$ cat src/rtl/lpm_pkg.sv
package lpm_pkg;
  typedef enum logic [2:0] {
    ST_RUN   = 3'd0,
    ST_IDLE  = 3'd1,
    ST_PD    = 3'd2,
    ST_WAKE  = 3'd3,
    ST_GUARD = 3'd4,
    ST_RESET = 3'd5
  } lpm_state_e;
endpackage

$ cat src/rtl/lpm_wake_detect.sv
module lpm_wake_detect #(
  parameter int N_IRQ       = 8,
  parameter int N_EXT       = 2,
  parameter int SYNC_STAGES = 2
) (
  input  logic             clk,
  input  logic             rst_n,
  input  logic [N_IRQ-1:0] irq_pend,
  input  logic [N_IRQ-1:0] irq_en,
  input  logic [N_EXT-1:0] ext_pin_n,
  input  logic [N_EXT-1:0] ext_en,
  input  logic [N_EXT-1:0] ext_edge,
  input  logic             wake_en,
  output logic             idle_wake,
  output logic             pd_wake_lo,
  output logic             pd_release
);
  logic [N_EXT-1:0] pin_sync;
  logic [N_EXT-1:0] qual;

  // one synchronizer chain per external pin; idle level is high
  for (genvar k = 0; k < N_EXT; k++) begin : g_sync
    logic [SYNC_STAGES-1:0] chain;
    always_ff @(posedge clk or negedge rst_n) begin
      if (!rst_n) chain <= '1;
      else        chain <= {chain[SYNC_STAGES-2:0], ext_pin_n[k]};
    end
    assign pin_sync[k] = chain[SYNC_STAGES-1];
  end

  assign qual       = ext_en & ~ext_edge;
  assign idle_wake  = |(irq_pend & irq_en);
  assign pd_wake_lo = wake_en & (|(qual & ~pin_sync));
  assign pd_release = &(~qual | pin_sync);
endmodule

$ cat src/rtl/lpm_down_cnt.sv
module lpm_down_cnt #(
  parameter int W = 16
) (
  input  logic         clk,
  input  logic         rst_n,
  input  logic         load,
  input  logic [W-1:0] load_val,
  output logic         done
);
  logic [W-1:0] cnt;

  always_ff @(posedge clk or negedge rst_n) begin
    if (!rst_n)          cnt <= '0;
    else if (load)       cnt <= load_val;
    else if (cnt != '0)  cnt <= cnt - 1'b1;
  end

  assign done = (cnt == '0);

  // an expired window stays expired until reloaded
  assert_cnt_stays_done_R6: assert property (@(posedge clk) disable iff (!rst_n)
    (done && !load) |=> done);
endmodule

$ cat src/rtl/lpm_fsm.sv
module lpm_fsm
  import lpm_pkg::*;
#(
  parameter int CW         = 16,
  parameter int GUARD_LOAD = 3
) (
  input  logic          clk,
  input  logic          rst_n,
  input  logic          idle_req,
  input  logic          pd_req,
  input  logic          hw_rst,
  input  logic          idle_wake,
  input  logic          pd_wake_lo,
  input  logic          pd_release,
  input  logic [CW-1:0] stab_val,
  input  logic          cnt_done,
  output lpm_state_e    state,
  output logic          cnt_load,
  output logic [CW-1:0] cnt_val,
  output logic          resume
);
  lpm_state_e nxt;

  always_comb begin
    nxt = state;
    unique case (state)
      ST_RUN: begin
        if (hw_rst)        nxt = ST_RESET;
        else if (pd_req)   nxt = ST_PD;
        else if (idle_req) nxt = ST_IDLE;
      end
      ST_IDLE: begin
        if (hw_rst)         nxt = ST_GUARD;
        else if (idle_wake) nxt = ST_RUN;
      end
      ST_PD: begin
        if (hw_rst)          nxt = ST_RESET;
        else if (pd_wake_lo) nxt = ST_WAKE;
      end
      ST_WAKE: begin
        if (hw_rst)                      nxt = ST_RESET;
        else if (cnt_done && pd_release) nxt = ST_RUN;
      end
      ST_GUARD: if (cnt_done) nxt = ST_RESET;
      ST_RESET: if (!hw_rst)  nxt = ST_RUN;
      default:  nxt = ST_RUN;
    endcase
  end

  assign cnt_load = ((state == ST_PD) && (nxt == ST_WAKE)) ||
                    ((state == ST_IDLE) && (nxt == ST_GUARD));
  assign cnt_val  = (state == ST_IDLE) ? CW'(GUARD_LOAD) : stab_val;

  always_ff @(posedge clk or negedge rst_n) begin
    if (!rst_n) begin
      state  <= ST_RUN;
      resume <= 1'b0;
    end else begin
      state  <= nxt;
      resume <= (nxt == ST_RUN) && ((state == ST_IDLE) || (state == ST_WAKE));
    end
  end

  assert_idle_exit_cause_R3: assert property (@(posedge clk) disable iff (!rst_n)
    (state == ST_IDLE && !hw_rst && !idle_wake) |=> state == ST_IDLE);
  assert_pd_gate_R5: assert property (@(posedge clk) disable iff (!rst_n)
    (state == ST_PD && !pd_wake_lo) |=> state != ST_WAKE);
  assert_wake_wait_R6: assert property (@(posedge clk) disable iff (!rst_n)
    (state == ST_WAKE && (!cnt_done || !pd_release)) |=> state != ST_RUN);
  assert_resume_single_R7: assert property (@(posedge clk) disable iff (!rst_n)
    resume |=> !resume);
  assert_guard_first_R8: assert property (@(posedge clk) disable iff (!rst_n)
    (state == ST_IDLE && hw_rst) |=> state == ST_GUARD);
  assert_req_ignored_R11: assert property (@(posedge clk) disable iff (!rst_n)
    (state == ST_IDLE && !hw_rst && !idle_wake && pd_req) |=> state == ST_IDLE);
endmodule

$ cat src/rtl/lpm_out_decode.sv
module lpm_out_decode
  import lpm_pkg::*;
(
  input  lpm_state_e state,
  input  logic       ext_prog,
  output logic       cpu_clk_en,
  output logic       osc_en,
  output logic       core_rst,
  output logic       ram_wr_block,
  output logic       pin_ovr,
  output logic       ale,
  output logic       psen,
  output logic       p0_float,
  output logic       p2_addr
);
  always_comb begin
    cpu_clk_en   = 1'b1;
    osc_en       = 1'b1;
    core_rst     = 1'b0;
    ram_wr_block = 1'b0;
    pin_ovr      = 1'b0;
    ale          = 1'b0;
    psen         = 1'b0;
    p0_float     = 1'b0;
    p2_addr      = 1'b0;
    unique case (state)
      ST_IDLE: begin
        cpu_clk_en = 1'b0;
        pin_ovr    = 1'b1;
        ale        = 1'b1;
        psen       = 1'b1;
        p0_float   = ext_prog;
        p2_addr    = ext_prog;
      end
      ST_PD, ST_WAKE: begin
        cpu_clk_en = 1'b0;
        osc_en     = (state == ST_WAKE);
        pin_ovr    = 1'b1;
        p0_float   = ext_prog;
      end
      ST_GUARD: ram_wr_block = 1'b1;
      ST_RESET: core_rst     = 1'b1;
      default: ;
    endcase
  end
endmodule

$ cat src/rtl/lpm_ctrl.sv
module lpm_ctrl
  import lpm_pkg::*;
#(
  parameter int N_IRQ       = 8,
  parameter int N_EXT       = 2,
  parameter int STAB_W      = 16,
  parameter int MC_CLKS     = 12,
  parameter int SYNC_STAGES = 2
) (
  input  logic              clk,
  input  logic              rst_n,
  input  logic              idle_req_i,
  input  logic              pd_req_i,
  input  logic              hw_rst_i,
  input  logic [N_IRQ-1:0]  irq_pend_i,
  input  logic [N_IRQ-1:0]  irq_en_i,
  input  logic [N_EXT-1:0]  ext_pin_n_i,
  input  logic [N_EXT-1:0]  ext_en_i,
  input  logic [N_EXT-1:0]  ext_edge_i,
  input  logic              wake_en_i,
  input  logic [STAB_W-1:0] stab_cycles_i,
  input  logic              ext_prog_i,
  output logic              cpu_clk_en_o,
  output logic              osc_en_o,
  output logic              resume_o,
  output logic              core_rst_o,
  output logic              ram_wr_block_o,
  output logic              pin_ovr_o,
  output logic              ale_o,
  output logic              psen_o,
  output logic              p0_float_o,
  output logic              p2_addr_o
);
  localparam int GUARD_CYC = 2 * MC_CLKS;
  localparam int GW        = $clog2(GUARD_CYC) + 1;
  localparam int CW        = (STAB_W > GW) ? STAB_W : GW;

  lpm_state_e    state;
  logic          idle_wake, pd_wake_lo, pd_release;
  logic          cnt_load, cnt_done;
  logic [CW-1:0] cnt_val;

  lpm_wake_detect #(.N_IRQ(N_IRQ), .N_EXT(N_EXT), .SYNC_STAGES(SYNC_STAGES)) u_wake (
    .clk(clk), .rst_n(rst_n),
    .irq_pend(irq_pend_i), .irq_en(irq_en_i),
    .ext_pin_n(ext_pin_n_i), .ext_en(ext_en_i), .ext_edge(ext_edge_i),
    .wake_en(wake_en_i),
    .idle_wake(idle_wake), .pd_wake_lo(pd_wake_lo), .pd_release(pd_release)
  );

  lpm_down_cnt #(.W(CW)) u_cnt (
    .clk(clk), .rst_n(rst_n),
    .load(cnt_load), .load_val(cnt_val), .done(cnt_done)
  );

  lpm_fsm #(.CW(CW), .GUARD_LOAD(GUARD_CYC - 1)) u_fsm (
    .clk(clk), .rst_n(rst_n),
    .idle_req(idle_req_i), .pd_req(pd_req_i), .hw_rst(hw_rst_i),
    .idle_wake(idle_wake), .pd_wake_lo(pd_wake_lo), .pd_release(pd_release),
    .stab_val(CW'(stab_cycles_i)), .cnt_done(cnt_done),
    .state(state), .cnt_load(cnt_load), .cnt_val(cnt_val), .resume(resume_o)
  );

  lpm_out_decode u_dec (
    .state(state), .ext_prog(ext_prog_i),
    .cpu_clk_en(cpu_clk_en_o), .osc_en(osc_en_o),
    .core_rst(core_rst_o), .ram_wr_block(ram_wr_block_o),
    .pin_ovr(pin_ovr_o), .ale(ale_o), .psen(psen_o),
    .p0_float(p0_float_o), .p2_addr(p2_addr_o)
  );

  assert_osc_off_only_asleep_R4: assert property (@(posedge clk) disable iff (!rst_n)
    (!osc_en_o) |-> (!cpu_clk_en_o && pin_ovr_o));
  assert_reset_no_resume_R7: assert property (@(posedge clk) disable iff (!rst_n)
    core_rst_o |=> !resume_o);
  assert_block_exclusive_R8: assert property (@(posedge clk) disable iff (!rst_n)
    ram_wr_block_o |-> (cpu_clk_en_o && !core_rst_o));
endmodule

$ cat config.mk
export PLATFORM = sky130hd
export DESIGN_NAME = lpm_ctrl
export DESIGN_NICKNAME = d
export VERILOG_FILES = /design/src/rtl/lpm_pkg.sv /design/src/rtl/lpm_wake_detect.sv /design/src/rtl/lpm_down_cnt.sv /design/src/rtl/lpm_fsm.sv /design/src/rtl/lpm_out_decode.sv /design/src/rtl/lpm_ctrl.sv
export SDC_FILE = /design/constraint.sdc
export NUM_CORES = 1
export LEC_CHECK = 0
export BUFFER_PORTS_ARGS = -buffer_cell sky130_fd_sc_hd__buf_2
export CAP_MARGIN = 10
export CORE_AREA = 2 2 59 61
export CTS_CLUSTER_DIAMETER = 50
export DETAILED_ROUTE_END_ITERATION = 16
export DIE_AREA = 0 0 61 63
export GPL_ROUTABILITY_DRIVEN = 0
export HOLD_SLACK_MARGIN = 0.15
export PLACE_DENSITY = 0.87
export SLEW_MARGIN = 30
export SYNTH_ARGS = -nofsm -noshare
export SYNTH_HDL_FRONTEND = slang
export SYNTH_SLANG_ARGS = --single-unit
$ cat constraint.sdc
create_clock -name clk -period 2.8 [get_ports clk]
set_clock_uncertainty 0.05 [all_clocks]
set_input_delay 0.28 -clock clk [delete_from_list [all_inputs] [get_ports clk]]
set_output_delay 0.28 -clock clk [all_outputs]
set_load 0.03 [all_outputs]
==> metrics.csv <==
metric,value,unit
Worst-Skew Late Latency,0.34,ns
first-pass GRT wire length,6.13,mm
Vias/cell,5.32,
Multi-input gate area,790,um2
First-pass DRT Iterations,4,
H-tree depth,1,
Total Nets Final,278,
initial core utilization,46.0,%
total clock sinks,24,
CTS tree,built,
crit path DAT,2.79,ns
final setup vio count,0,
end-of-flow core utilization,59.8,%
post-synth top area share,33.7,%
cells on worst reg2reg path,8,
sequential cell area,606,um2
Die X,61,um
IO Pins,55,
CTS Buf Count,3,
Gate Count Post-Synth,167,
met2 WL,1.83,mm
Die Span Y,63,um
Via Count,1473,
met1 wire length,1.56,mm
wire per inst,13.3,um
vias in the first global route,1383,
starting DRC count in detailed routing,55,
WL met3,220,um
clk buf depth,2,
buffers added on ports,54,
Peak VDD IR,0.429,mV
Synth cell types,50,
CP startpoint,u_cnt.cnt[0],
Synth warnings,0,
Slew @ Worst Pin,0.542,ns
Worst Setup End Kind,flip-flop,
startpoint types,flip-flop,
core area,3230,um2
overall routing resource usage,20.9,%
post-synthesis sequential area ratio,40.8,%
total chip power,1.49,mW
FP Rows,21,
Leak,0.917,nW
Area Growth Syn to Fin,30.1,%
number of diodes,0,
asr flop ratio synth,100,%
Post-DRT Antenna Nets,0,
RSZ-0062 raised after global routing,no,
WHS Endpoint,u_cnt.cnt[12],
"Cell Area, Synth",1490,um2
Post-Route WL,3.68,mm
R2R Path Start,u_cnt.cnt[0],
ratio of cells with drive above 1 in the final layout,33.3,%
Synth area leaders,"dfrtp_1 34%, dfstp_2 7.1%, nor2_1 4.8%, o21ai_0 4.4%, nand2_1 4.3%",
fin. max-slew vios,0,
fmax,388,MHz
CP Data Required Time,3.01,ns
Setup TNS,0,ns
Post-synth EDFFs,0,
top sig layer,met4,
Hold Startpoint,stab_cycles_i[12],
# fillers,304,
Clock Root Buffer,clkbuf_4,
final hold violations,0,
syn_area_per_cell,8.89,um2
initial antenna violation count,0,
Die ar.,3840,um2
total gr overflow,0,
Mapped Nets,213,
hold depth,3,
Most used DFF post-synth,dfrtp_1,
Reg2Reg Setup Slack,0.22,ns
status,"finished, final reports clean",
setup repair bufs after CTS,0,
cts repair resizes,0,
Clock transition at path regs,0.14,ns
maxcap violations,0,
synthesis-stage register bit count,24,
Tcrit/Tclk final,92.0,%
"commonest non-fill, non-tap cell in the layout",buf_2,
number of remaining DRC errors,0,
Hold Crit Class,primary input to flip-flop,
post-detail-place hpwl,2.78,mm
Max-slew headroom,63.9,%
worst setup path class,flip-flop to flip-flop,
pwr dens,770,nW/um2
Synth area leader,dfrtp_1,
crit path time final,2.58,ns
worst reg2reg path endpoint,u_cnt.cnt[14],
pin count of the biggest net entering global routing,25,
CP Max Fanout,7,
"commonest cells after routing, fill and taps aside","54 x buf_2, 20 x dfrtp_1, 19 x nor2_1, 17 x nand2_1, 13 x o21ai_0",
==> state kept, by name, indices dropped and copies added (netlist names) <==
signal               flops
u_wake.g_sync.chain      4
u_cnt.cnt               16
u_fsm.resume             1
u_fsm.state              3
==> cells by family after synthesis <==
family	after synthesis	synth area share, %
compound gates	37	16.1
xor+xnor	9	5.31
mux	3	2.02
buf+inv	17	6.07
fa+ha+maj	1	0.842
simple gates	76	28.9
flops	24	40.8
==> cell usage after synthesis (2+ instances only) <==
library cell,number
nand2_1,17
dfrtp_1,20
nor3_1,6
or4b_4,2
or4_4,2
xnor2_1,4
o21ai_0,13
or3_4,2
xor2_1,5
and2_1,2
clkbuf_1,4
mux2i_1,3
or4_1,3
dfstp_2,4
nor4_1,2
a21oi_1,7
o211ai_1,2
inv_1,8
clkbuf_8,2
o31ai_1,2
a31oi_1,2
nand3_1,6
nor2_1,19
nor3b_1,3
a22oi_1,2
==> worst max-delay path: stages (launching register included) <==
cell and delay [ns]:
dfrtp_1 0.40, inv_1 0.09, ha_1 0.19, or4b_4 0.47, or2_1 0.31, or4_4 0.52
nor3b_2 0.18, a21oi_1 0.07, a211oi_2 0.21
==> layout make-up <==
class | instances | share of cell area [%]
clock buffers | 4 | 1.88
inverters | 8 | 1.55
multi-input cells | 126 | 40.9
flip-flops and latches | 24 | 31.3
well taps | 46 | 2.98
repair buffers | 69 | 21.4
==> layer usage <==
metal / track usage (%) / vias to the layer above
met3: 2.28 / 7
met5: 0 / -
met1: 27.4 / 678
met2: 34.7 / 63
li1: - / 725
met4: 7.34 / 0
==> stage by stage <==
step           setup slack, ns  hold WS [ns]  cells  area [um2]
2_1_floorplan            0.343       -0.0656    167        1490
3_5_place_dp             0.266         0.240    261        1780
6_report                 0.223         0.163    277        1930
5_1_grt                 0.0936         0.191    277        1930
3_3_place_gp             0.345         0.236    261        1780
4_1_cts                  0.221         0.170    277        1930
==> timing repair <==
item,CTS,global route
endpoints found under the setup margin,0,0
endpoints found under the hold margin,31,0
hold buffers,12,0
==> power breakdown <==
part	internal, mW	switching, mW
clock network	0.0799	0.112
logic	0.326	0.341
registers	0.477	0.151
total	0.883	0.604
==> worst max-delay path by stage <==
| stage | slack [ns] | to | depth (start not counted) |
|---|---|---|---|
| 3_5_place_dp | 0.27 | u_cnt.cnt[14] | 8 |
| 5_1_grt | 0.09 | u_cnt.cnt[14] | 8 |
| 4_1_cts | 0.22 | u_cnt.cnt[14] | 8 |
| 6_report | 0.22 | u_cnt.cnt[14] | 8 |
| 3_3_place_gp | 0.35 | u_cnt.cnt[14] | 8 |
| 2_1_floorplan | 0.34 | u_cnt.cnt[14] | 9 |
No activity file was read; power rests on OpenSTA's default activity.
